[src/rtl/i2c_wr_pkg.sv]
package i2c_wr_pkg;

    localparam int ADDR_W = 7;
    localparam int BYTE_W = 8;
    localparam int CNT_W  = $clog2(BYTE_W + 1);

    typedef enum logic [2:0] {
        ST_IDLE,
        ST_ADDR,
        ST_DATA,
        ST_ACK_SETUP,
        ST_ACK_HOLD,
        ST_SKIP
    } rx_state_e;

    typedef struct packed {
        logic scl_rise;
        logic scl_fall;
        logic start;
        logic stop;
        logic sda;
        logic scl;
    } bus_evt_t;

    function automatic logic addr_hit(input logic [BYTE_W-1:0] b,
                                      input logic [ADDR_W-1:0] own);
        return b == {own, 1'b0};
    endfunction

endpackage

[src/rtl/i2c_sync_cell.sv]
module i2c_sync_cell #(
    parameter int STAGES = 2
) (
    input  logic clk,
    input  logic rst,
    input  logic din,
    output logic dout
);
    logic [STAGES-1:0] chain;

    always_ff @(posedge clk) begin
        if (rst) chain <= '1;
        else     chain <= {chain[STAGES-2:0], din};
    end

    assign dout = chain[STAGES-1];
endmodule

[src/rtl/i2c_bus_events.sv]
module i2c_bus_events
    import i2c_wr_pkg::*;
#(
    parameter int SYNC_STAGES = 2
) (
    input  logic     clk,
    input  logic     rst,
    input  logic     scl_i,
    input  logic     sda_i,
    output bus_evt_t evt
);
    logic [1:0] line_raw;
    logic [1:0] line_s;
    logic       scl_q, sda_q;

    assign line_raw = {scl_i, sda_i};

    for (genvar g = 0; g < 2; g++) begin : g_sync
        i2c_sync_cell #(.STAGES(SYNC_STAGES)) u_cell (
            .clk  (clk),
            .rst  (rst),
            .din  (line_raw[g]),
            .dout (line_s[g])
        );
    end

    always_ff @(posedge clk) begin
        if (rst) begin
            scl_q <= 1'b1;
            sda_q <= 1'b1;
        end else begin
            scl_q <= line_s[1];
            sda_q <= line_s[0];
        end
    end

    always_comb begin
        evt.scl      = line_s[1];
        evt.sda      = line_s[0];
        evt.scl_rise = line_s[1] & ~scl_q;
        evt.scl_fall = ~line_s[1] & scl_q;
        evt.start    = line_s[1] & scl_q & sda_q & ~line_s[0];
        evt.stop     = line_s[1] & scl_q & ~sda_q & line_s[0];
    end
endmodule

[src/rtl/i2c_rx_engine.sv]
module i2c_rx_engine
    import i2c_wr_pkg::*;
#(
    parameter logic [ADDR_W-1:0] DEV_ADDR = 7'b1000100
) (
    input  logic              clk,
    input  logic              rst,
    input  bus_evt_t          evt,
    output logic              sda_pull,
    output logic              byte_vld,
    output logic [BYTE_W-1:0] byte_out,
    output logic              busy
);
    rx_state_e         state;
    logic [BYTE_W-1:0] shreg;
    logic [CNT_W-1:0]  bitcnt;
    logic [BYTE_W-1:0] byte_now;
    logic              last_bit;

    assign byte_now = {shreg[BYTE_W-2:0], evt.sda};
    assign last_bit = (bitcnt == CNT_W'(BYTE_W - 1));

    always_ff @(posedge clk) begin
        if (rst) begin
            state    <= ST_IDLE;
            shreg    <= '0;
            bitcnt   <= '0;
            sda_pull <= 1'b0;
            byte_vld <= 1'b0;
            byte_out <= '0;
            busy     <= 1'b0;
        end else begin
            byte_vld <= 1'b0;
            if (evt.start) begin
                state    <= ST_ADDR;
                bitcnt   <= '0;
                sda_pull <= 1'b0;
                busy     <= 1'b0;
            end else if (evt.stop) begin
                state    <= ST_IDLE;
                sda_pull <= 1'b0;
                busy     <= 1'b0;
            end else begin
                unique case (state)
                    ST_ADDR, ST_DATA: begin
                        if (evt.scl_rise) begin
                            shreg <= byte_now;
                            if (last_bit) begin
                                bitcnt <= '0;
                                if (state == ST_ADDR) begin
                                    if (addr_hit(byte_now, DEV_ADDR)) begin
                                        state <= ST_ACK_SETUP;
                                        busy  <= 1'b1;
                                    end else begin
                                        state <= ST_SKIP;
                                    end
                                end else begin
                                    byte_vld <= 1'b1;
                                    byte_out <= byte_now;
                                    state    <= ST_ACK_SETUP;
                                end
                            end else begin
                                bitcnt <= bitcnt + 1'b1;
                            end
                        end
                    end
                    ST_ACK_SETUP: begin
                        if (evt.scl_fall) begin
                            sda_pull <= 1'b1;
                            state    <= ST_ACK_HOLD;
                        end
                    end
                    ST_ACK_HOLD: begin
                        if (evt.scl_fall) begin
                            sda_pull <= 1'b0;
                            bitcnt   <= '0;
                            state    <= ST_DATA;
                        end
                    end
                    default: ;
                endcase
            end
        end
    end
endmodule

[src/rtl/i2c_wr_slave.sv]
module i2c_wr_slave
    import i2c_wr_pkg::*;
#(
    parameter logic [ADDR_W-1:0] DEV_ADDR    = 7'b1000100,
    parameter int                SYNC_STAGES = 2
) (
    input  logic              clk,
    input  logic              rst,
    input  logic              scl_i,
    input  logic              sda_i,
    output logic              sda_pull_o,
    output logic              byte_vld_o,
    output logic [BYTE_W-1:0] byte_o,
    output logic              busy_o
);
    bus_evt_t evt;

    i2c_bus_events #(.SYNC_STAGES(SYNC_STAGES)) u_events (
        .clk   (clk),
        .rst   (rst),
        .scl_i (scl_i),
        .sda_i (sda_i),
        .evt   (evt)
    );

    i2c_rx_engine #(.DEV_ADDR(DEV_ADDR)) u_engine (
        .clk      (clk),
        .rst      (rst),
        .evt      (evt),
        .sda_pull (sda_pull_o),
        .byte_vld (byte_vld_o),
        .byte_out (byte_o),
        .busy     (busy_o)
    );
endmodule

[config.mk]
export PLATFORM = sky130hd
export DESIGN_NAME = i2c_wr_slave
export DESIGN_NICKNAME = d
export VERILOG_FILES = /design/src/rtl/i2c_wr_pkg.sv /design/src/rtl/i2c_sync_cell.sv /design/src/rtl/i2c_bus_events.sv /design/src/rtl/i2c_rx_engine.sv /design/src/rtl/i2c_wr_slave.sv
export SDC_FILE = /design/constraint.sdc
export NUM_CORES = 1
export LEC_CHECK = 0
export BUFFER_PORTS_ARGS = -buffer_cell sky130_fd_sc_hd__buf_2
export CORE_MARGIN = 4
export CORE_UTILIZATION = 45
export CTS_BUF_LIST = sky130_fd_sc_hd__clkbuf_4 sky130_fd_sc_hd__clkbuf_8
export DETAILED_ROUTE_END_ITERATION = 7
export GPL_ROUTABILITY_DRIVEN = 0
export HOLD_SLACK_MARGIN = 0.15
export PLACE_DENSITY = 0.67
export SETUP_SLACK_MARGIN = 0.05
export SYNTH_ARGS = -nofsm -noshare
export SYNTH_HDL_FRONTEND = slang
export SYNTH_HIERARCHICAL = 1
export SYNTH_SLANG_ARGS = --single-unit
[constraint.sdc]
create_clock -name clk -period 2 [get_ports clk]
set_input_delay 0.2 -clock clk [delete_from_list [all_inputs] [get_ports clk]]
set_output_delay 0.2 -clock clk [all_outputs]
set_load 0.02 [all_outputs]
==> metrics.yaml, run 1 <==
final_max_slew_viol_count: 0
syn_avg_cell_area_um2: 8.63
ff_latch_area_um2: 621
multiInputGateArea_um2: 686
wl_per_cell_um: 12.7
cp-end-kind: "register"
dpl.hpwl_um: 1920
syn_inst: 160
drt_iter0_drc: 93
r2r_slack_ns: 0.24
area_growth_pct: 14.6
num_io_pins: 15
grt_pass1_vias: 1096
relSlewSlack_pct: 61.9
postCtsSetupRepairBufs: 0
clk_latency_ns: 0.33
rsz0062_at_grt: "no"
final_area_um2: 1580
cts.reportedPaths.clkPinSlew_ns: 0.09
initial_core_util_pct: 48.4
core-area_um2: 2850
dp_cells: 202
synth_top_flop_cell: "dfxtp_1"
cellPowerDensity_nw_per_um2: 723
path_class: "register to register"
status: "finished, final reports clean"
critical_path.max_fanout: 6
p_leak_nw: 0.572
cts_tree: "yes"
grt_pass1_wl_um: 4930
synth_nets: 165
clkSinkCount: 31
setup_ws_ns: 0.238
ys_top_cells_by_count: "dfxtp_1 (31), a21oi_1 (20), nand2_1 (20)"
worst_slew_pin_slew_ns: 0.567
final_cells: 211
ant_nets: 0
place_worst_setup_slack_ns: 0.144
yosysUniqueCellTypes: 35
grt_use_total_pct: 15.2
clk_path_buf_depth: 2
final.period_utilization_pct: 88.1
yosysMostFrequentCell: "dfxtp_1"
io_buffers: 14
start_kind: "register"
cp.arrival_ns: 1.99
drcViolationCount: 0
drt-total-wl_um: 2670
irDropWorstVdd_uv: 403
synthTopCellsByArea: "dfxtp_1 (45%), a21oi_1 (7.3%), nand2_1 (5.4%)"
synth_seq_cells: 31
cts_buffers: 5
yosysTopAreaCell: "dfxtp_1"
num-nets-final: 185
grt-ovfl-total: 0
hp-start: "rst"
fillers: 278
antenna-diode-count: 0
drive_gt1_share_pct: 20.6
syn_area_um2: 1380
whs_ns: 0.282
fmax_mhz: 568
synth_edf_count: 0
r2r_start: "u_events/g_sync[1].u_cell/chain[1]"
holdPathEnd: "u_engine/shreg[1]"
maxCapViolCount: 0
fp.dieH_um: 63.4
clockRootBuffer: "clkbuf_4"
hold_class: "input pin to register"
fin_setup_tns_ns: 0
required_ns: 2.23
seq_area_frac_synth_pct: 45.0
vias: 1159
period_needed_ns: 1.76
antenna_found_initial: 0
setup_viol: 0
hold_depth: 2
vias_per_cell: 5.49
netlist.area_leader.share_pct: 45.0
worstReg2RegEnd: "u_engine/bitcnt[2]"
hold_viol: 0
rows: 19
ys_async_sr_fraction_pct: 0
die-area_um2: 4020
htree_num_levels: 2
fp.dieW_um: 63.4
skew_ns: 0.00322
grt_max_degree: 26
ys_warn_count: 6
drt_pre_antenna_iters: 4
rr_worst_depth: 5
placement.cell_area_um2: 1480
[registers in the layout, summed over array words and instances, names as in the netlist]
| name | count |
|---|---|
| u_engine/byte_out | 8 |
| u_engine/busy | 1 |
| u_events/scl_q | 1 |
| u_engine/state | 3 |
| u_events/sda_q | 1 |
| u_engine/bitcnt | 4 |
| u_engine/sda_pull | 1 |
| u_events/g_sync.u_cell/chain | 4 |
| u_engine/byte_vld | 1 |
| u_engine/shreg | 7 |
[cell families after synthesis]
family | synth area share (%)
and+or+nand+nor | 26.7
adders and majority gates | 0.906
muxes | 1.45
DFF | 45.0
AOI/OAI and AO/OA | 19.1
xor gates and xnor gates | 1.18
buffers and inverters | 5.62
[critical path: stages (launching register included)]
cell and delay [ns]:
dfxtp_1 0.37, nor2b_1 0.21, or3b_2 0.47, o22ai_2 0.26
a211oi_1 0.13, a31o_2 0.22
[metal layers]
metal	share of wire [%]	GRT usage, %
met5	0	0
met1	49	21.1
met4	1.9	6.47
met2	43	21.8
met3	5.7	4.62
[cells in the final DEF, fill, tap and decap left out, drive strengths merged, types with 3 or more instances in the layout]
cell	n
nor2	8
nand3	10
or2	7
a21oi	20
nand2b	4
dfxtp	31
o21a	3
clkbuf	6
buf	22
nand2	20
inv	3
o21ai	13
nor3	4
[through the flow]
step | power, mW | util, %
2_1_floorplan | 0.674 | -
6_report | 1.14 | 55.4
3_3_place_gp | 0.686 | 52.0
4_1_cts | 1.16 | 55.3
5_1_grt | 1.20 | 55.4
3_5_place_dp | 0.687 | 52.0
[how the worst max path moves through the flow]
stage | start | to | slack [ns] | cells after the start
floorplan | u_events/scl_q | u_engine/bitcnt[2] | 0.21 | 6
global placement | u_events/g_sync[0].u_cell/chain[1] | u_engine/byte_out[4] | 0.22 | 4
detailed placement | u_events/g_sync[0].u_cell/chain[1] | u_engine/byte_out[2] | 0.14 | 4
CTS | u_events/g_sync[0].u_cell/chain[1] | u_engine/byte_out[2] | 0.14 | 4
global route | u_events/g_sync[1].u_cell/chain[1] | u_engine/bitcnt[2] | 0.14 | 5
finish | u_events/g_sync[1].u_cell/chain[1] | u_engine/bitcnt[2] | 0.24 | 5
[timing repair]
action	in CTS	in global routing
resized for setup	0	1
setup endpoints to repair	0	8
hold buffers	2	0
endpoints found under the hold margin	2	0
[power breakdown]
group / internal (mW) / switching, mW / total (mW)
Sequential: 0.623 / 0.00383 / 0.626
Combinational: 0.0214 / 0.0283 / 0.0497
Clock: 0.271 / 0.196 / 0.467
[final cells by class]
| cell class | count | area share, % |
|---|---|---|
| Inverter | 3 | 0.712 |
| Clock buffer | 6 | 2.85 |
| Sequential cell | 31 | 39.2 |
| Clock inverter | 1 | 1.90 |
| Timing Repair Buffer | 24 | 9.49 |
| Multi-Input combinational cell | 115 | 43.4 |
| Tap cell | 31 | 2.45 |
No activity file was read; power rests on OpenSTA's default activity.
==> inputs of run 2 (changes only) <==
--- a/config.mk
+++ b/config.mk
@@ -12,7 +12,7 @@
 export DETAILED_ROUTE_END_ITERATION = 7
 export GPL_ROUTABILITY_DRIVEN = 0
 export HOLD_SLACK_MARGIN = 0.15
-export PLACE_DENSITY = 0.67
+export PLACE_DENSITY = 0.69
 export SETUP_SLACK_MARGIN = 0.05
 export SYNTH_ARGS = -nofsm -noshare
 export SYNTH_HDL_FRONTEND = slang
==> constraint.sdc (replaced) <==
create_clock -name clk -period 1.5 [get_ports clk]
set_input_delay 0.15 -clock clk [delete_from_list [all_inputs] [get_ports clk]]
set_output_delay 0.15 -clock clk [all_outputs]
set_load 0.02 [all_outputs]
==> metrics.yaml, run 2 (synthesis results as in run 1) <==
cts_buffers: 5
dpl.hpwl_um: 2210
r2r_start: "u_events/g_sync[1].u_cell/chain[1]"
hold_depth: 1
rr_worst_depth: 5
vias_per_cell: 5.77
antenna-diode-count: 0
fp.dieH_um: 63.4
grt_use_total_pct: 18.6
grt_pass1_vias: 1325
drive_gt1_share_pct: 42.1
crit_chain: "nor2b_4, nand2b_4, or4_4, o21ai_1, a21oi_2"
regMostFlops: "u_engine/byte_out"
cts_tree: "yes"
ant_nets: 0
start_kind: "register"
vias: 1316
largestRegisters: "u_engine/byte_out (8), u_engine/shreg (7)"
clk_path_buf_depth: 2
initial_core_util_pct: 48.4
setup_viol: 15
worstReg2RegEnd: "u_engine/byte_out[6]"
setup_ws_ns: -0.112
final_util_pct: 63.9
rows: 19
fmax_mhz: 620
cp-end-kind: "register"
final_max_slew_viol_count: 0
final.period_utilization_pct: 107
grt-ovfl-total: 0
r2r_slack_ns: -0.11
num-nets-final: 202
path_class: "register to register"
cellPowerDensity_nw_per_um2: 781
drt_iter0_drc: 93
maxCapViolCount: 0
hold_class: "register to register"
clkSinkCount: 31
holdPathEnd: "u_events/g_sync[1].u_cell/chain[1]"
violations: "setup timing"
cts.reportedPaths.clkPinSlew_ns: 0.10
final_common_cell: "dfxtp_1"
wl_per_cell_um: 14.5
worst_slew_pin_slew_ns: 0.567
num_io_pins: 15
drt_pre_antenna_iters: 5
hold_viol: 0
clk_latency_ns: 0.34
grt_max_degree: 23
fin_setup_tns_ns: -0.947
rsz0062_at_grt: "yes"
skew_ns: 0.0114
antenna_found_initial: 0
irDropWorstVdd_uv: 501
whs_ns: 0.402
drcViolationCount: 0
die-area_um2: 4020
cp.arrival_ns: 1.83
area_growth_pct: 32.1
cp_slowest_cell: "or4_4"
cpPeakStageDelay_ns: 0.62
period_needed_ns: 1.61
critical_path.max_fanout: 8
fillers: 241
status: "finished, violations left"
io_buffers: 14
fp.dieW_um: 63.4
power_mw: 1.42
layout_common_cells: "dfxtp_1 (26), buf_4 (23), nand2_1 (18), a21oi_1 (15), buf_2 (14)"
p_leak_nw: 0.659
core-area_um2: 2850
required_ns: 1.72
grt_pass1_wl_um: 5820
relSlewSlack_pct: 62.2
largest_reg_flops: 8
hp-start: "u_events/g_sync[1].u_cell/chain[0]"
htree_num_levels: 2
clockRootBuffer: "clkbuf_4"
drt-total-wl_um: 3300
run 2: routing by layer:
layer | share of wire, % | track usage [%] | routed length, µm | up-vias
met5 | 0 | 0 | 0 | -
met4 | 2.0 | 8.63 | 65 | 0
met3 | 6.2 | 6.04 | 204 | 7
met2 | 50 | 30.2 | 1660 | 46
met1 | 42 | 22.0 | 1370 | 625
li1 | - | - | - | 638
run 2: final cells by class:
cell class | count | area [µm²] | share of cell area [%]
Multi-Input combinational cell | 116 | 817 | 44.8
Sequential cell | 31 | 627 | 34.4
Timing Repair Buffer | 40 | 273 | 15.0
Clock buffer | 6 | 51.3 | 2.81
Tap cell | 31 | 38.8 | 2.13
Inverter | 3 | 11.3 | 0.618
Clock inverter | 1 | 5.00 | 0.275
run 2: where the power goes:
| group | switching (mW) | internal (mW) |
|---|---|---|
| clock | 0.279 | 0.217 |
| sequential | 0.00491 | 0.831 |
| combinational | 0.0491 | 0.0433 |
| total | 0.333 | 1.09 |
run 2: critical path, delay by kind of cell (launching register included):
family / cells / cell delay, ns
AND/OR/NAND/NOR: 3 / 0.87
flip-flops: 1 / 0.36
AO/OA/AOI/OAI: 2 / 0.25
run 2: how the worst max path moves through the flow:
| stage | start | end | slack (ns) | cells past startpoint |
|---|---|---|---|---|
| finish | u_events/g_sync[1].u_cell/chain[1] | u_engine/byte_out[6] | -0.11 | 5 |
| global route | u_events/g_sync[1].u_cell/chain[1] | u_engine/byte_out[3] | -0.18 | 5 |
| CTS | u_events/scl_q | u_engine/bitcnt[2] | -0.1 | 5 |
| detailed placement | u_events/g_sync[1].u_cell/chain[1] | u_engine/byte_out[2] | -0.18 | 5 |
| global placement | u_events/g_sync[1].u_cell/chain[1] | u_engine/bitcnt[2] | -0.09 | 5 |
| floorplan | u_events/g_sync[0].u_cell/chain[1] | u_engine/byte_out[0] | -0.18 | 6 |
run 2: repair_timing:
| action | CTS | global route |
|---|---|---|
| buffers inserted | 5 | 0 |
| hold buffers | 3 | 0 |
| resized for setup | 24 | 12 |
| endpoints found under the setup margin | 23 | 24 |
| gates cloned | 1 | 0 |
| endpoints found under the hold margin | 4 | 0 |
| pin swaps | 17 | 7 |
run 2: through the flow:
| step | std cells | cell area [µm²] | setup WS, ns |
|---|---|---|---|
| 2_1_floorplan | 160 | 1430 | -0.180 |
| 3_3_place_gp | 212 | 1590 | -0.0942 |
| 3_5_place_dp | 212 | 1590 | -0.180 |
| 4_1_cts | 228 | 1780 | -0.0979 |
| 5_1_grt | 228 | 1820 | -0.182 |
| 6_report | 228 | 1820 | -0.112 |
